==> src/rtl/pidm_pkg.sv <==
package pidm_pkg;

  typedef logic [2:0] rights_t;

  localparam rights_t RIGHTS_NONE = 3'b000;
  localparam rights_t RIGHTS_RX   = 3'b101;
  localparam rights_t RIGHTS_RWX  = 3'b111;

  // Rights granted by a hit, given the field's write-disable flag.
  function automatic rights_t hit_rights(input logic wr_dis);
    return wr_dis ? RIGHTS_RX : RIGHTS_RWX;
  endfunction

  // Final result selection: public page, hit, or miss.
  function automatic rights_t pick_rights(input logic is_public, input logic any_hit,
                                          input logic wr_dis);
    if (is_public) return RIGHTS_RWX;
    if (any_hit)   return hit_rights(wr_dis);
    return RIGHTS_NONE;
  endfunction

endpackage

==> src/rtl/pidm_field_cmp.sv <==
module pidm_field_cmp #(
  parameter int FIELD_W = 32,
  parameter int ID_W    = 16,
  parameter int AID_W   = 32
) (
  input  logic               enable,
  input  logic [AID_W-1:0]   access_id,
  input  logic [FIELD_W-1:0] field,
  output logic               hit,
  output logic               wr_dis
);
  logic [ID_W-1:0] key;

  assign key    = field[ID_W:1];
  assign wr_dis = field[0];
  assign hit    = enable && (access_id[ID_W-1:0] == key);
endmodule

==> src/rtl/pidm_prio_sel.sv <==
module pidm_prio_sel #(
  parameter int N = 8
) (
  input  logic [N-1:0] hit_vec,
  input  logic [N-1:0] wd_vec,
  output logic [N-1:0] sel_vec,
  output logic         any_hit,
  output logic         sel_wd
);
  logic [N:0] blocked;

  assign blocked[0] = 1'b0;

  for (genvar i = 0; i < N; i++) begin : g_chain
    assign sel_vec[i]   = hit_vec[i] & ~blocked[i];
    assign blocked[i+1] = blocked[i] | hit_vec[i];
  end

  assign any_hit = blocked[N];
  assign sel_wd  = |(sel_vec & wd_vec);
endmodule

==> src/rtl/pidm_matcher.sv <==
module pidm_matcher #(
  parameter int NREG  = 4,
  parameter int REG_W = 64,
  parameter int ID_W  = 16,
  parameter int AID_W = 32
) (
  input  logic                  clk,
  input  logic                  rst_n,
  input  logic                  req,
  input  logic                  wide,
  input  logic [AID_W-1:0]      access_id,
  input  logic [NREG*REG_W-1:0] pid_regs,
  output logic [2:0]            rights,
  output logic                  match,
  output logic                  done
);
  import pidm_pkg::*;

  localparam int HALF_W = REG_W / 2;
  localparam int NFLD   = NREG * 2;

  logic [NFLD-1:0] hit_vec;
  logic [NFLD-1:0] wd_vec;
  logic [NFLD-1:0] sel_vec;
  logic            any_hit;
  logic            sel_wd;
  logic            is_public;
  rights_t         nxt_rights;
  logic            nxt_match;
  rights_t         rights_q;
  logic            match_q;
  logic            done_q;

  // Field order r*2+h: lower half of each register before its upper half.
  for (genvar r = 0; r < NREG; r++) begin : g_reg
    for (genvar h = 0; h < 2; h++) begin : g_half
      pidm_field_cmp #(
        .FIELD_W(HALF_W),
        .ID_W   (ID_W),
        .AID_W  (AID_W)
      ) u_cmp (
        .enable   ((h == 0) ? 1'b1 : wide),
        .access_id(access_id),
        .field    (pid_regs[r*REG_W + h*HALF_W +: HALF_W]),
        .hit      (hit_vec[r*2+h]),
        .wr_dis   (wd_vec[r*2+h])
      );
    end
  end

  pidm_prio_sel #(.N(NFLD)) u_sel (
    .hit_vec(hit_vec),
    .wd_vec (wd_vec),
    .sel_vec(sel_vec),
    .any_hit(any_hit),
    .sel_wd (sel_wd)
  );

  assign is_public  = (access_id == '0);
  assign nxt_rights = pick_rights(is_public, any_hit, sel_wd);
  assign nxt_match  = !is_public && any_hit;

  always_ff @(posedge clk or negedge rst_n) begin
    if (!rst_n) begin
      rights_q <= RIGHTS_NONE;
      match_q  <= 1'b0;
      done_q   <= 1'b0;
    end else begin
      done_q <= req;
      if (req) begin
        rights_q <= nxt_rights;
        match_q  <= nxt_match;
      end
    end
  end

  assign rights = rights_q;
  assign match  = match_q;
  assign done   = done_q;
endmodule

==> config.mk <==
export PLATFORM = sky130hd
export DESIGN_NAME = pidm_matcher
export DESIGN_NICKNAME = d
export VERILOG_FILES = /design/src/rtl/pidm_pkg.sv /design/src/rtl/pidm_field_cmp.sv /design/src/rtl/pidm_prio_sel.sv /design/src/rtl/pidm_matcher.sv
export SDC_FILE = /design/constraint.sdc
export NUM_CORES = 1
export LEC_CHECK = 0
export BUFFER_PORTS_ARGS = -buffer_cell sky130_fd_sc_hd__buf_2
export CELL_PAD_IN_SITES_DETAIL_PLACEMENT = 0
export CELL_PAD_IN_SITES_GLOBAL_PLACEMENT = 1
export CORE_ASPECT_RATIO = 0.5
export CORE_MARGIN = 2
export CORE_UTILIZATION = 18
export CTS_CLUSTER_SIZE = 12
export DETAILED_ROUTE_END_ITERATION = 8
export GPL_TIMING_DRIVEN = 1
export MAX_ROUTING_LAYER = met4
export PLACE_DENSITY = 0.81
export SETUP_SLACK_MARGIN = 0.15
export SLEW_MARGIN = 20
export SYNTH_ARGS = -nofsm -noshare
export SYNTH_HDL_FRONTEND = slang
export SYNTH_SLANG_ARGS = --single-unit
export TNS_END_PERCENT = 100
==> constraint.sdc <==
create_clock -name clk -period 0.9 [get_ports clk]
set_input_delay 0.27 -clock clk [delete_from_list [all_inputs] [get_ports clk]]
set_output_delay 0.27 -clock clk [all_outputs]
set_load 0.05 [all_outputs]
==> Word level (Yosys, flattened, before mapping) <==
Index checks and enable logic that the tools add are counted.
{ "classes": {"n_div": 0, "mul": 0, "n_mux": 8, "add_sub_neg": 0, "shift": 0, "reduce_logical": 8, "order_cmp": 0, "n_bitwise": 22, "n_eq_ne": 8} }
{ "ops": {"columns": ["op", "count"], "rows": [
  ["16-bit equality test", 8],
  ["32-bit logical NOT", 1],
  ["3-bit 2-to-1 mux", 4],
  ["8-bit bitwise AND", 1],
  ["8-bit OR reduction", 1],
  ["1-bit bitwise AND", 7],
  ["1-bit NOT", 7],
  ["1-bit bitwise OR", 7],
  ["1-bit logical AND", 5],
  ["1-bit 2-to-1 mux", 3],
  ["2-bit 2-to-1 mux", 1],
  ["1-bit logical NOT", 1]
]} }
{ "word_totals": {"mem_count": 0, "ff_bits": 5, "rom_bits": 0, "wordCells": 49, "mem_bits_rw": 0, "output_inout_bits": 5, "input_bits": 292, "latch_bits": 0} }

==> Longest topological paths before layout <==
Gate-level depths: netlist of run 1.
{ "depth": {"ltp_word": 16, "mapped_depth": 8, "ltp_nobuf": 7} }

==> By module <==
From an unflattened synthesis of run 1, not the netlist that was laid out.
{ "hier_totals": {"hier_cells": 233, "area_unflattened_um2": 1909.3} }
{ "by_module_without_submodules": {"columns": ["mod", "instances", "area_per_inst_um2", "cells_per_inst", "seq_area_each_um2"], "rows": [
  ["pidm_field_cmp", 8, 188.9, 23, 0.0],
  ["pidm_matcher", 1, 226.5, 25, 100.1],
  ["pidm_prio_sel", 1, 171.4, 24, 0.0]
]} }

==> Worst setup path before layout of run 1 <==
OpenSTA, ideal clock, no wires.
{ "synth_path": {"kind": "in2reg", "startpoint": "input access_id[1]", "endpoint": "register rights_q[1], in the netlist rights[1]", "t_required_ps": 768, "stages": 8, "setup_ps": 132, "setup_slack_ps": -851, "arrival_ps": 1619, "path_buffers": 1, "path_cell_list": "buf_4 -> xnor2_1 -> nand4_1 -> nor4_4 -> nor2_2 -> a211o_1 -> a211oi_2 -> a211oi_2"} }
{ "synth_between": {"elab_chain_cells": 16, "elab_cells_between_ends": 43, "cone_classes": "eq/ne (8); mux (7); bitwise (22); reduce/logical (6)"} }
{ "synth_lines": {"columns": ["item", "line_no", "text"], "rows": [
  ["from (decl)", "pidm_matcher.sv:11", "input logic [AID_W-1:0] access_id,"],
  ["16-bit equality test", "pidm_field_cmp.sv:16", "assign hit = enable && (access_id[ID_W-1:0] == key);"],
  ["1-bit logical AND", "pidm_field_cmp.sv:16", null],
  ["1-bit bitwise OR (6 in a row)", "pidm_prio_sel.sv:16", "assign blocked[i+1] = blocked[i] | hit_vec[i];"],
  ["1-bit NOT", "pidm_prio_sel.sv:15", "assign sel_vec[i] = hit_vec[i] & ~blocked[i];"],
  ["1-bit bitwise AND", "pidm_prio_sel.sv:15", null],
  ["8-bit bitwise AND", "pidm_prio_sel.sv:20", "assign sel_wd = |(sel_vec & wd_vec);"],
  ["8-bit OR reduction", "pidm_prio_sel.sv:20", null],
  ["2-bit 2-to-1 mux", "pidm_pkg.sv:11", "return wr_dis ? RIGHTS_RX : RIGHTS_RWX;"],
  ["3-bit 2-to-1 mux", "pidm_pkg.sv:18", "if (any_hit) return hit_rights(wr_dis);"],
  ["3-bit 2-to-1 mux", "pidm_pkg.sv:19", "return RIGHTS_NONE;"],
  ["3-bit 2-to-1 mux *", "pidm_pkg.sv:18", null],
  ["to (signal assigned)", "pidm_matcher.sv:71", "rights_q <= nxt_rights;"],
  ["to (decl)", "pidm_matcher.sv:30", "rights_t rights_q;"]
]} }
Every way passes the cells marked *; elsewhere a longest branch is shown, timed or not. The select of a mux whose other input is x is not followed.
A chain may end at the register's enable or synchronous reset.

==> Worst setup path in the final report of run 1 <==
{ "layout_path": {"startpoint": "input access_id[13]", "endpoint": "register rights_q[1], in the netlist rights[1]"} }
Same word-level chain as after synthesis.

==> results.md, run 1 <==
* Net Sw Frac at 33.3%
* Async SR Flop Fraction at 100%
* Cell Chain, Critical Path: buf_12, buf_8, buf_6, xnor2_2, nand4_1, nor4_2, nand2_1, o211a_1, o31ai_4, a211oi_2
* Slew headroom at ~80%
* Crit path depth at 10
* Worst-path clk slew at 30 ps
* Initial Utilization at 18.9%
* Yosys cell types at 33
* RR Startpoint: match
* Gate power share at about two thirds
* Crit. Startpoint: access_id[13]
* Reg2reg setup slack at roughly 130 ps
* Vias per std cell at 4.28
* Syn avg cell area at 8.66 µm²
* Chip width at 152 µm
* Most frequent cells in the layout: buf_2 (155), xnor2_1 (100), buf_4 (33)
* Period Utilization, post-route at 186%
* Number of hold violations in the final report at 0
* Tightest Pin Transition at 302 ps
* DRC at 0
* Initial antenna violation count at 0
* Total track usage at 16.1%
* Worst-path maximum fanout at 4
* Max Clk Rate at 0.598 GHz
* Largest cells by area after synthesis: xnor2_1 (50%), nand4_1 (8.9%), xor2_1 (5.3%)
* Worst skew pair latency at ~220 ps
* Top_reg_cell synth: dfrtp_1
* Fraction of layout cells with a size suffix above 1 at approximately three fifths
* Clk pwr share at a little over a quarter
* CP bufs+invs at 3
* Psw at 885 µW
* Final WS setup at -772 ps
* Post-Syn Instances at between 200 and 250
* Pleak at 0.00170 µW
* Post-route clock skew at 0 ps
* Largest net degree at the start of global routing at 9
* Clock root cell: clkbuf_16
* Reg power frac at approximately 7.5%
* Violated checks: negative setup slack
* Area leader, netlist: xnor2_1
* Synth Warn # at 0
* Synth top area share at between 40% and 50%
* GP Congestion at 0.868
* ANT cells at 0
* Remaining antenna violation count at 0
* CTS tree: yes
* Clk sink count at 4
* Slowest stage delay, CP at 330 ps
* Crit path max-delay family: simple AND/OR/NAND/NOR gates
* Routed WL at 10000 µm
* Vias at 2501
* Commonest non-fill, non-tap cell in the layout: buf_2
* Max cap viols at 0
* Hold path depth at 2
* EDFF count, synth at 0
* Gr ovfl total at 0
* CP Capture Type: flip-flop
* Final Cell Area at 3870 µm²
* P&R area growth vs syn at 96.7%
* Starting DRT DRC Count at 110
* Status: complete, but fails checks
* Die Height at 77.9 µm
* Crit path max-delay cell type: nor4_2
* Clock buffer depth at 2
* Die area at about 12000 µm²
* Num CTS Buffers at 3
* R2r worst-path depth at 3
* First-pass GRT wire length at approximately 14000 µm
* Synthesized flop and latch total at 4
* Hold Crit Class: in2reg
* Crit path kind: in2reg
* Critical Path End: rights[1]
* Filler cells at 1060
* Count of input and output buffers at 176
* Area after DPL at 3260 µm²
* R2R Path End: match
* Maximum VDD drop at 0.000499 V
* Crit path time final at 1670 ps
* Post-layout util at 37.2%
* Routed WL per cell at 17.2 µm
* Number of global-route vias before repair at between 2000 and 3000
* DRT Pass-1 Iters at 4
* Layout net count at between 700 and 800
* Unrepaired setup endpoints after global routing: true
* Synthesized net count at 519
* Setup-failing EPs final at 8
* Critical path arrival at between 1500 and 2000 ps
* Power per cell area at 686 nW/µm²
* Core Region at 10400 µm²
* Post-synthesis cell area at 1970 µm²
* Rows at 26
* Sequential area share after synthesis at a little over 5%
* CP Launch Type: input port
* IO Pins at 297
* Internal at 1770 µW
* H-tree lvl count at 1
* Max-slew violations at 0
* Final HPWL DP at 8400 µm
* Required time of the critical path at 1000 ps
power groups by stage:
stage / Clock (µW) / Sequential, µW / Combinational, µW
6_report: 728 / 198 / 1730
2_1_floorplan: 0 / 228 / 797
4_1_cts: 725 / 199 / 1650
3_5_place_dp: 0 / 197 / 1490
3_3_place_gp: 0 / 197 / 1470
5_1_grt: 731 / 200 / 1850
worst min path at each step:
stage | slack (ps) | to | startpoint
6_report | 290 | done | req
5_1_grt | 300 | done | req
4_1_cts | 280 | done | req
3_5_place_dp | 90 | rights[1] | rst_n
3_3_place_gp | 80 | match | rst_n
2_1_floorplan | -30 | done | rst_n
routing by layer:
layer | up-vias | share of wire [%] | routed length, µm | track usage [%]
li1 | 1224 | - | - | -
met1 | 1209 | 41 | 4120 | 19.0
met2 | 56 | 55 | 5550 | 30.8
met3 | 12 | 2.0 | 199 | 0.447
met4 | 0 | 1.7 | 174 | 3.55
met5 | - | 0 | 0 | -
logic make-up (layout without fill, tap and decap cells):
logic type / after synthesis / count (layout) / share of synthesized area, %
xor gates and xnor gates: 128 / 128 / 59.7
AOI/OAI and AO/OA: 9 / 9 / 3.82
DFF: 4 / 4 / 5.09
muxes: 1 / 1 / 0.509
and+or+nand+nor: 66 / 66 / 22.6
buffers and inverters: 19 / 236 / 8.27
cell type report:
class | instances | area, µm² | area share, %
multi-input cells | 204 | 1900 | 49.2
repair buffers | 230 | 1600 | 41.4
well taps | 140 | 175 | 4.53
flip-flops and latches | 4 | 103 | 2.65
clock buffers | 4 | 78.8 | 2.04
inverters | 2 | 7.51 | 0.194
through the flow:
step | power, µW | hold slack (ps) | worst slack (ps) | instances | setup TNS, ps
final | 2660 | 290 | -772 | 584 | -3000
after global routing | 2780 | 298 | -879 | 584 | -3300
after CTS | 2570 | 280 | -726 | 579 | -2850
after detailed placement | 1680 | 85.2 | -1170 | 570 | -3380
after global placement | 1670 | 79.7 | -1130 | 570 | -3330
after floorplan | 1020 | -25.6 | -798 | 227 | -2440
flip-flops by register name, indices dropped and copies added (netlist names):
register / count
rights: 2
match: 1
done: 1
Yosys cell counts (2+ instances only):
cell / count
nor4_2: 3
xnor2_1: 112
nor2_1: 3
nand4_1: 28
nor3_1: 2
nand3_1: 3
nor4_1: 14
xnor2_2: 2
xnor2_4: 2
inv_1: 2
dfrtp_1: 4
buf_6: 8
a211oi_2: 2
and3_1: 2
buf_4: 8
xor2_1: 12
nand2_1: 4
what timing repair did:
item / 4_1_cts / 5_1_grt
hold endpoints to repair: 4 / 0
setup endpoints to repair: 8 / 8
pin swaps: 22 / 23
buffers inserted: 4 / 5
hold buffers: 1 / 0
resized for setup: 77 / 28
No activity file was read; power rests on OpenSTA's default activity.
==> inputs of run 2 (changes only) <==
--- a/config.mk
+++ b/config.mk
@@ -5,17 +5,19 @@
 export SDC_FILE = /design/constraint.sdc
 export NUM_CORES = 1
 export LEC_CHECK = 0
-export BUFFER_PORTS_ARGS = -buffer_cell sky130_fd_sc_hd__buf_2
+export ABC_AREA = 1
+export BUFFER_PORTS_ARGS = -buffer_cell sky130_fd_sc_hd__buf_4
 export CELL_PAD_IN_SITES_DETAIL_PLACEMENT = 0
 export CELL_PAD_IN_SITES_GLOBAL_PLACEMENT = 1
 export CORE_ASPECT_RATIO = 0.5
 export CORE_MARGIN = 2
-export CORE_UTILIZATION = 18
+export CORE_UTILIZATION = 20
 export CTS_CLUSTER_SIZE = 12
 export DETAILED_ROUTE_END_ITERATION = 8
 export GPL_TIMING_DRIVEN = 1
 export MAX_ROUTING_LAYER = met4
-export PLACE_DENSITY = 0.81
+export PLACE_DENSITY = 0.82
+export RECOVER_POWER = 50
 export SETUP_SLACK_MARGIN = 0.15
 export SLEW_MARGIN = 20
 export SYNTH_ARGS = -nofsm -noshare
==> run 2 against run 1 <==
  * The flow finishes with violations (design-rule violations, negative setup slack)
  * Largest cell class unchanged
  * Via count increased by 50%
  * Maximum frequency is 11% higher
  * Design area up 23%
  * Clock skew stayed put
  * Core utilization is 0.24 points lower
  * Setup slack gained 170 ps
  * Worst hold slack worse by 44 ps
  * Register-to-register slack got worse by 120 ps
  * Synthesized area increased by 36%
  * Synthesized cell count rose by 130%
  * Cell count up 54%
  * Non-clock buffer count down 9
==> results.md, run 2 <==
* Status: complete, but fails checks
* Violated checks: design-rule violations, negative setup slack
* Final HPWL DP at 10900 µm (+30%)
* Routed WL per cell at 13.9 µm (-19%)
* GP Congestion at 0.940 (+8.3%)
* Worst skew pair latency at 230 ps (about the same)
* Final WS setup at -604 ps (+167 ps)
* Vias at 3756 (+50%)
* DRC at 3 (+3)
* Count of input and output buffers at 176 (unchanged)
* Synth Warn # at 0 (unchanged)
* Critical path arrival at 1660 ps (-110 ps)
* First-pass GRT wire length at 18900 µm (+33%)
* Core Region at 12800 µm² (+23%)
* Worst Min Path Start: req
* Post-Syn Instances at 519 (+130%)
* CTS tree: yes
* Final TNS setup at -2490 ps (+505 ps)
* Number of global-route vias before repair at 3667 (+45%)
* Worst-path clk slew at 30 ps (about the same)
* Async SR Flop Fraction at 100% (unchanged)
* Max reg flops at 2 (unchanged)
* Num CTS Buffers at 3 (unchanged)
* CP Launch Type: input port
* Slowest stage delay, CP at 140 ps (-190 ps)
* Yosys cell types at 28 (-15%)
* R2R Path End: match
* Vias per std cell at 4.19 (-2.2%)
* Filler cells at 1398 (+32%)
* Max-slew violations at 0 (unchanged)
* Post-route clock skew at 0 ps (unchanged)
* Synthesized flop and latch total at 4 (unchanged)
* Commonest non-fill, non-tap cell in the layout: buf_4
* Max Clk Rate at 0.665 GHz (+11%)
* Setup WS pre-CTS at -859 ps (+312 ps)
* Overall Power at 2930 µW (+10%)
* Routed WL at 12500 µm (+24%)
* Largest net degree at the start of global routing at 12 (+3)
* Hold Crit Class: in2reg
* Sequential area share after synthesis at 3.75% (-1.3 points)
* R2r worst-path depth at 4 (+1)
* Max cap viols at 0 (unchanged)
* Register area at 104 µm² (+1.2%)
* Chip width at 167 µm (+10%)
* Setup-failing EPs final at 8 (unchanged)
* Tightest Pin Transition at 392 ps (+89.5 ps)
* Syn avg cell area at 5.14 µm² (-41%)
* Area leader, netlist: nand2_1
* Most frequent cell after synthesis: nand2_1
* CP Capture Type: flip-flop
* ANT cells at 0 (unchanged)
* Initial antenna violation count at 0 (unchanged)
* Top_reg_cell synth: dfrtp_1
* Most frequent cells in the layout: buf_4 (191), nand2_1 (173), nor2_1 (71)
* EDFF count, synth at 0 (unchanged)
* Maximum VDD drop at 0.000472 V (-5.4%)
* Unrepaired setup endpoints after global routing: true
* Remaining antenna violation count at 0 (unchanged)
* Cell Chain, Critical Path: buf_12, buf_4, xor2_1, nor2_1, nand2_1, nor2_1, nand2_1, inv_2, nor2_4, nand2_1, nand3_1, nor2_1, nand3_1, a21oi_2
* Crit path max-delay family: simple AND/OR/NAND/NOR gates
* Pleak at 0.00258 µW (+52%)
* Hold path endpoint: done
* Crit path kind: in2reg
* Starting DRT DRC Count at 107 (-2.7%)
* CP bufs+invs at 3 (unchanged)
* Clock root cell: clkbuf_16
* IO Pins at 297 (unchanged)
* Clk sink count at 4 (unchanged)
* Layout net count at 1020 (+38%)
* Power per cell area at 617 nW/µm² (-10%)
* Clock buffer depth at 2 (unchanged)
* Area occupied by multi-input gates at 2230 µm² (+17%)
* Period Utilization, post-route at 167% (-19 points)
* P&R area growth vs syn at 77.9%
* Slew headroom at 73.6% (-6.0 points)
* Post-synthesis cell area at 2670 µm² (+36%)
* Synth top area share at 26.0% (-24 points)
* DRT Pass-1 Iters at 8 (+4)
* Fraction of layout cells with a size suffix above 1 at 40.4% (-21 points)
* Synth top cells by count: nand2_1 (185), nor2_1 (85), inv_1 (60)
* Required time of the critical path at 1060 ps (+60 ps)
* Gr ovfl total at 0 (unchanged)
* Total track usage at 17.4% (+1.3 points)
* Die area at 14300 µm² (+21%)
* Hold path depth at 1 (-1)
* Rows at 29 (+12%)
* Crit path max-delay cell type: xor2_1
* Initial Utilization at 20.8% (+1.9 points)
* Die Height at 85.6 µm (+9.9%)
* Crit path time final at 1500 ps (-167 ps)
* Largest cells by area after synthesis: nand2_1 (26%), nor2_1 (12%), xor2_1 (12%)
* RR Startpoint: match
* H-tree lvl count at 1 (unchanged)
* Worst-path maximum fanout at 7 (+3)
* Reg2reg setup slack at 10 ps (-120 ps)
* Crit path depth at 14 (+4)
* Synthesized net count at 811 (+56%)
* Number of hold violations in the final report at 0 (unchanged)
## run 2: what timing repair did
action	4_1_cts	5_1_grt
endpoints found under the hold margin	4	0
gates cloned	0	0
setup buffers	4	4
setup endpoints to repair	8	8
hold buffers	1	0
pin swaps	10	18
resized for setup	52	31
## run 2: cell type report
cell class	count	area share, %
tap	170	4.48
clock buffer	4	1.66
multi-input combinational	424	47.0
sequential	4	2.19
timing repair buffer	221	38.1
inverter	74	6.54
## run 2: logic make-up after synthesis
| logic type | after synthesis | share of synthesized area, % |
|---|---|---|
| AND/OR/NAND/NOR | 343 | 54.3 |
| buffers and inverters | 91 | 17.5 |
| XOR/XNOR | 63 | 20.7 |
| AO/OA/AOI/OAI | 18 | 3.71 |
| flip-flops | 4 | 3.75 |
## run 2: where the power goes
group / internal [µW] / total (µW) / switching [µW]
Sequential: 191 / 199 / 8.09
Clock: 587 / 729 / 143
Combinational: 1060 / 2000 / 938
Total: 1840 / 2930 / 1090
## run 2: worst max-delay path by stage
stage               slack, ps           from         to
finish                   -600   access_id[7]  rights[1]
global route             -740   access_id[6]  rights[1]
floorplan                -490   access_id[4]  rights[1]
detailed placement       -860  access_id[15]      match
CTS                      -530   access_id[7]  rights[1]
global placement         -910  access_id[12]  rights[1]
## run 2: metal layers
metal  vias up  global-route usage, %  routed length, µm  share of wire, %
met5         -                      -                  0                 0
met4         0                   3.56                174               1.4
met3        11                  0.877                514               4.1
met2        82                   30.8               6220                50
met1      1671                   22.3               5550                45
li1       1992                      -                  -                 -
## run 2: through the flow
| stage | cells | hold WS [ps] | utilization (%) | cell area, µm² |
|---|---|---|---|---|
| after floorplan | 519 | -25.6 | - | 2710 |
| after global placement | 884 | 69.1 | 33.5 | 4310 |
| after detailed placement | 884 | 67.4 | 33.5 | 4310 |
| after CTS | 893 | 192 | 35.9 | 4620 |
| after global routing | 897 | 256 | 36.9 | 4740 |
| final | 897 | 246 | 36.9 | 4740 |
